==> src/rtl/prn_ack_irq_pkg.sv <==
package prn_ack_irq_pkg;

  // Strobes from the control side into the datapath.
  typedef struct packed {
    logic setEvt;    // synchronized acknowledge falling edge
    logic clrEvt;    // end of a qualified host read
    logic ackLevel;  // synchronized acknowledge level
  } irqStrobes_t;

endpackage

==> src/rtl/prn_ack_irq_sync.sv <==
module prn_ack_irq_sync #(
  parameter int   STAGES    = 2,
  parameter logic RESET_VAL = 1'b1
) (
  input  logic clk,
  input  logic rstN,
  input  logic din,
  output logic dout
);

  logic [STAGES-1:0] chain;

  generate
    if (STAGES == 1) begin : g_single
      always_ff @(posedge clk or negedge rstN) begin
        if (!rstN) chain <= RESET_VAL;
        else       chain <= din;
      end
    end else begin : g_multi
      always_ff @(posedge clk or negedge rstN) begin
        if (!rstN) chain <= {STAGES{RESET_VAL}};
        else       chain <= {chain[STAGES-2:0], din};
      end
    end
  endgenerate

  assign dout = chain[STAGES-1];

endmodule

==> src/rtl/prn_ack_irq_ctrl.sv <==
module prn_ack_irq_ctrl
  import prn_ack_irq_pkg::*;
#(
  parameter int SYNC_STAGES = 2
) (
  input  logic        clk,
  input  logic        rstN,
  input  logic        ackN,
  input  logic        rdN,
  input  logic        csN,
  output irqStrobes_t strobes
);

  logic ackSync, rdSync, csSync;
  logic ackPrev, rdPrev;

  prn_ack_irq_sync #(.STAGES(SYNC_STAGES), .RESET_VAL(1'b1)) uAckSync (
    .clk(clk), .rstN(rstN), .din(ackN), .dout(ackSync));
  prn_ack_irq_sync #(.STAGES(SYNC_STAGES), .RESET_VAL(1'b1)) uRdSync (
    .clk(clk), .rstN(rstN), .din(rdN), .dout(rdSync));
  prn_ack_irq_sync #(.STAGES(SYNC_STAGES), .RESET_VAL(1'b1)) uCsSync (
    .clk(clk), .rstN(rstN), .din(csN), .dout(csSync));

  always_ff @(posedge clk or negedge rstN) begin
    if (!rstN) begin
      ackPrev <= 1'b1;
      rdPrev  <= 1'b1;
    end else begin
      ackPrev <= ackSync;
      rdPrev  <= rdSync;
    end
  end

  always_comb begin
    strobes.setEvt   = ackPrev & ~ackSync;
    strobes.clrEvt   = ~rdPrev & rdSync & ~csSync;
    strobes.ackLevel = ackSync;
  end

  // the acknowledge line must rise again before the next event.
  a_r11_edge_only: assert property (@(posedge clk) disable iff (!rstN)
    strobes.setEvt |=> !strobes.setEvt);

  // a read end is a single-cycle strobe.
  a_r6_clr_pulse: assert property (@(posedge clk) disable iff (!rstN)
    strobes.clrEvt |=> !strobes.clrEvt);

endmodule

==> src/rtl/prn_ack_irq_dp.sv <==
module prn_ack_irq_dp
  import prn_ack_irq_pkg::*;
#(
  parameter bit ACTIVE_LOW_LATCHED = 1'b0
) (
  input  logic        clk,
  input  logic        rstN,
  input  irqStrobes_t strobes,
  input  logic        latchMode,
  input  logic        irqEnable,
  output logic        irqLevel,
  output logic        irqOe
);

  localparam logic ASSERTED_LVL = ACTIVE_LOW_LATCHED ? 1'b0 : 1'b1;
  localparam logic IDLE_LVL     = ~ASSERTED_LVL;

  logic enQ;
  logic latchQ;

  always_ff @(posedge clk or negedge rstN) begin
    if (!rstN) enQ <= 1'b0;
    else       enQ <= irqEnable;
  end

  // Priority: disable, then new event, then read end.
  always_ff @(posedge clk or negedge rstN) begin
    if (!rstN)                         latchQ <= 1'b0;
    else if (!irqEnable || !latchMode) latchQ <= 1'b0;
    else if (strobes.setEvt)           latchQ <= 1'b1;
    else if (strobes.clrEvt)           latchQ <= 1'b0;
  end

  always_comb begin
    irqOe = enQ;
    if (latchMode) irqLevel = latchQ ? ASSERTED_LVL : IDLE_LVL;
    else           irqLevel = strobes.ackLevel;
  end

  // output enable follows the enable bit one clock later.
  a_r2_oe_on: assert property (@(posedge clk) disable iff (!rstN)
    irqEnable |=> irqOe);
  a_r2_oe_off: assert property (@(posedge clk) disable iff (!rstN)
    !irqEnable |=> !irqOe);

  // a new acknowledge edge always leaves the interrupt pending.
  a_r8_set_wins: assert property (@(posedge clk) disable iff (!rstN)
    (irqEnable && latchMode && strobes.setEvt) |=> latchQ);

  // a lone read end clears.
  a_r6_read_clears: assert property (@(posedge clk) disable iff (!rstN)
    (irqEnable && latchMode && strobes.clrEvt && !strobes.setEvt) |=> !latchQ);

  // with no event the pending state holds.
  a_r5_hold: assert property (@(posedge clk) disable iff (!rstN)
    (irqEnable && latchMode && !strobes.setEvt && !strobes.clrEvt) |=> $stable(latchQ));

  // disabling discards the pending interrupt.
  a_r9_disable_clears: assert property (@(posedge clk) disable iff (!rstN)
    !irqEnable |=> !latchQ);

endmodule

==> src/rtl/prn_ack_irq.sv <==
module prn_ack_irq
  import prn_ack_irq_pkg::*;
#(
  parameter int SYNC_STAGES        = 2,
  parameter bit ACTIVE_LOW_LATCHED = 1'b0
) (
  input  logic clk,
  input  logic rstN,
  input  logic ackN,
  input  logic latchMode,
  input  logic irqEnable,
  input  logic rdN,
  input  logic csN,
  output logic irqLevel,
  output logic irqOe
);

  irqStrobes_t strobes;

  prn_ack_irq_ctrl #(.SYNC_STAGES(SYNC_STAGES)) uCtrl (
    .clk(clk), .rstN(rstN), .ackN(ackN), .rdN(rdN), .csN(csN),
    .strobes(strobes));

  prn_ack_irq_dp #(.ACTIVE_LOW_LATCHED(ACTIVE_LOW_LATCHED)) uDp (
    .clk(clk), .rstN(rstN), .strobes(strobes), .latchMode(latchMode),
    .irqEnable(irqEnable), .irqLevel(irqLevel), .irqOe(irqOe));

  // reset leaves the pad undriven.
  a_r1_reset_oe: assert property (@(posedge clk) !rstN |=> !irqOe);

endmodule

==> config.mk <==
export PLATFORM = sky130hd
export DESIGN_NAME = prn_ack_irq
export DESIGN_NICKNAME = d
export VERILOG_FILES = /design/src/rtl/prn_ack_irq_pkg.sv /design/src/rtl/prn_ack_irq_sync.sv /design/src/rtl/prn_ack_irq_ctrl.sv /design/src/rtl/prn_ack_irq_dp.sv /design/src/rtl/prn_ack_irq.sv
export SDC_FILE = /design/constraint.sdc
export NUM_CORES = 1
export LEC_CHECK = 0
export CAP_MARGIN = 15
export CORE_AREA = 4 4 41 43
export CTS_CLUSTER_SIZE = 8
export DETAILED_ROUTE_END_ITERATION = 12
export DIE_AREA = 0 0 45 47
export GPL_ROUTABILITY_DRIVEN = 0
export SLEW_MARGIN = 20
export SYNTH_ARGS = -nofsm -noshare
export SYNTH_HDL_FRONTEND = slang
export SYNTH_SLANG_ARGS = --single-unit
export TNS_END_PERCENT = 100
==> constraint.sdc <==
create_clock -name clk -period 1 [get_ports clk]
set_clock_uncertainty 0.1 [all_clocks]
set_input_delay 0.3 -clock clk [delete_from_list [all_inputs] [get_ports clk]]
set_output_delay 0.3 -clock clk [all_outputs]
set_load 0.03 [all_outputs]
==> impl_metrics.ini, run 1 <==
[sta]
hold_violations = 0
finalCritPeriodShare = 1.446
max_freq_ghz = 0.6915
finalCriticalPeriod_ps = 1446
max_slew_margin = 0.9090
rsz0062_at_grt = true
setup_tns_ps = -771.7
tightest_slew_ps = 135.6
setup_viol = 3
setup_ws_ps = -446.2
final-max-slew-violation-count = 0

[yosys]
synth_cells = 16
synth.yosys.warnings = 0
synth_top_cell_by_area = dfstp_2
synth_nets = 23
async_flop_share = 1.000
netlist_top_cells_area = dfstp_2, dfrtp_1, mux2_4
synth.top_cell.area_share = 0.6971
synthMostInstantiatedCell = dfstp_2
synth-seq-cells = 10
synth_cell_types = 7
synth_commonest_cells = dfstp_2, dfrtp_1, nand2b_1
netlist_area_sq_um = 301.5
synth-edff-count = 0
ys_seq_area_frac = 0.8631
syn_area_per_cell_sq_um = 18.85
synth-main-ff-cell = dfstp_2

[floorplan]
die_h_um = 47
core_area_sq_um = 1301
die_width_um = 45
start_util = 0.2317
core.rowCount = 13
io_pins = 9
dieArea_sq_um = 2115

[global_routing]
gr-usage-all-layers = 0.06104
grt-ovfl-total = 0
grt_pass1_wl_um = 793
antenna_found_initial = 0
grt_pass1_vias = 179
grt_start_max_net_pins = 11

[place]
portBuffers = 8
dpl_cell_area_sq_um = 425.4

[critical_path]
crit_fanout = 2
r2r-end = uDp.latchQ
cp-startpoint = uCtrl.uAckSync.chain[1]
required_ps = 600
cp.arrival_ps = 1050
startpoint_type = flop
endpoint_kind = primary output
reg2reg_from = uCtrl.uAckSync.chain[1]
ff2ff_path_depth = 5
ff2ff_setup_slack_ps = -160
crit_type = reg -> out

[route]
drt_iter0_drc = 1
routed_via_density = 3.787
wl_per_cell_um = 10.36
wirelength_um = 487
drtAntennaViolNets = 0
dr.pass1.iters = 2
vias = 178
route.detailed.drc = 0

[min_path]
min_path_type = reg -> reg
min-delay-start = uCtrl.uAckSync.chain[0]
hold_depth = 0
hold_end = uCtrl.uAckSync.chain[1]

[finish]
final_area_sq_um = 489.2
n_antenna_cell = 0
nNetsFinal = 40
area_growth_pct = 62.24
drive_gt1_frac = 0.6250

[run]
drv_cap = 0

[power_and_ir_drop]
peakVddDrop_mv = 0.6587
p_leak_uw = 0.0002101
cellPowerDensity_nw_per_um2 = 1639

[clock_network]
clock_latency_ps = 250
clockRootBuffer = clkbuf_4
clock_sinks = 10
cts_tree = yes
ctsLongestPathBuffers = 2
numCtsBuffers = 3
h-tree-depth = 1
clk_pin_slew_ps = 60
holdBufCountCts = 0

[outcome]
violations = negative setup slack
status = finished with violations
-- worst max-delay path by stage --
stage,end,slack (ps),cells after the start
global placement,irqLevel,-1090,3
floorplan,irqLevel,-100,1
finish,irqLevel,-450,2
CTS,irqLevel,-460,2
global route,irqLevel,-490,2
detailed placement,irqLevel,-1100,3
-- routing by layer --
metal  global-route usage  vias up  wire, um
li1                     -       82         -
met1              0.04773       87       164
met2              0.09605        9       264
met3              0.06130        0        58
met4              0.03509        0         0
met5                    0        -         0
-- report_power, final --
group | internal [uW] | switching (uW)
clock network | 153 | 115
logic | 55.5 | 32.2
registers | 438 | 8.40
-- layout make-up --
cell class / instances / area, sq um
repair buffers: 12 / 131.4
multi-input cells: 6 / 52.55
flip-flops and latches: 10 / 260.3
fillers: 137 / 812.0
clock buffers: 4 / 26.28
well taps: 15 / 18.77
-- logic make-up (layout without fill, tap and decap cells) --
family | Yosys count | after routing | synth area share
AOI/OAI and AO/OA | 2 | 2 | 0.03316
muxes | 1 | 1 | 0.04978
buffers and inverters | 0 | 16 | 0
DFF | 10 | 10 | 0.8631
and+or+nand+nor | 3 | 3 | 0.05392
-- flip-flops by register name, indices dropped and copies added (netlist names) --
signal                cells
uDp.irqOe                 1
uCtrl.uAckSync.chain      2
uDp.latchQ                1
uCtrl.rdPrev              1
uCtrl.uCsSync.chain       2
uCtrl.uRdSync.chain       2
uCtrl.ackPrev             1
-- worst max-delay path, cell delays in order, from the launching register on --
cell and delay (ps):
dfstp_2 530, mux2_4 140, buf_6 120
-- stage by stage --
stage | util | total power, uW | instances | hold WS (ps) | worst slack (ps)
floorplan | - | 468.9 | 16 | -95.59 | -104.1
global placement | 0.3269 | 521.7 | 41 | 245.8 | -1088
detailed placement | 0.3269 | 524.9 | 41 | 247.3 | -1100
CTS | 0.3644 | 815.9 | 46 | 252.2 | -461.6
global route | 0.3760 | 859.8 | 47 | 235.4 | -493.6
finish | 0.3760 | 801.9 | 47 | 251.7 | -446.2
-- cells in the final DEF (no fill, tap or decap) --
cell             instances
o21ai_1                  1
mux2_4                   1
buf_6                    4
clkdlybuf4s50_1          5
a21oi_2                  1
nand2b_1                 1
clkbuf_4                 3
nand2_1                  1
buf_4                    1
dlygate4sd2_1            1
dfrtp_1                  2
dfstp_2                  8
clkbuf_1                 1
buf_12                   1
nand2b_4                 1
-- what timing repair did --
action,4_1_cts,5_1_grt
resized for setup,11,2
setup endpoints to repair,3,3
setup buffers,1,1
pin swaps,1,0
(Power assumes the default switching activity.)
==> inputs of run 2 (changes only) <==
- SLEW_MARGIN: 20 -> default
==> results of run 2 <==
Final layout, timing and power as in run 1 (identical DEF).
==> inputs of run 3 (changes only) <==
- CAP_MARGIN: 15 -> default
==> results of run 3 <==
Final layout, timing and power as in run 1 (identical DEF).
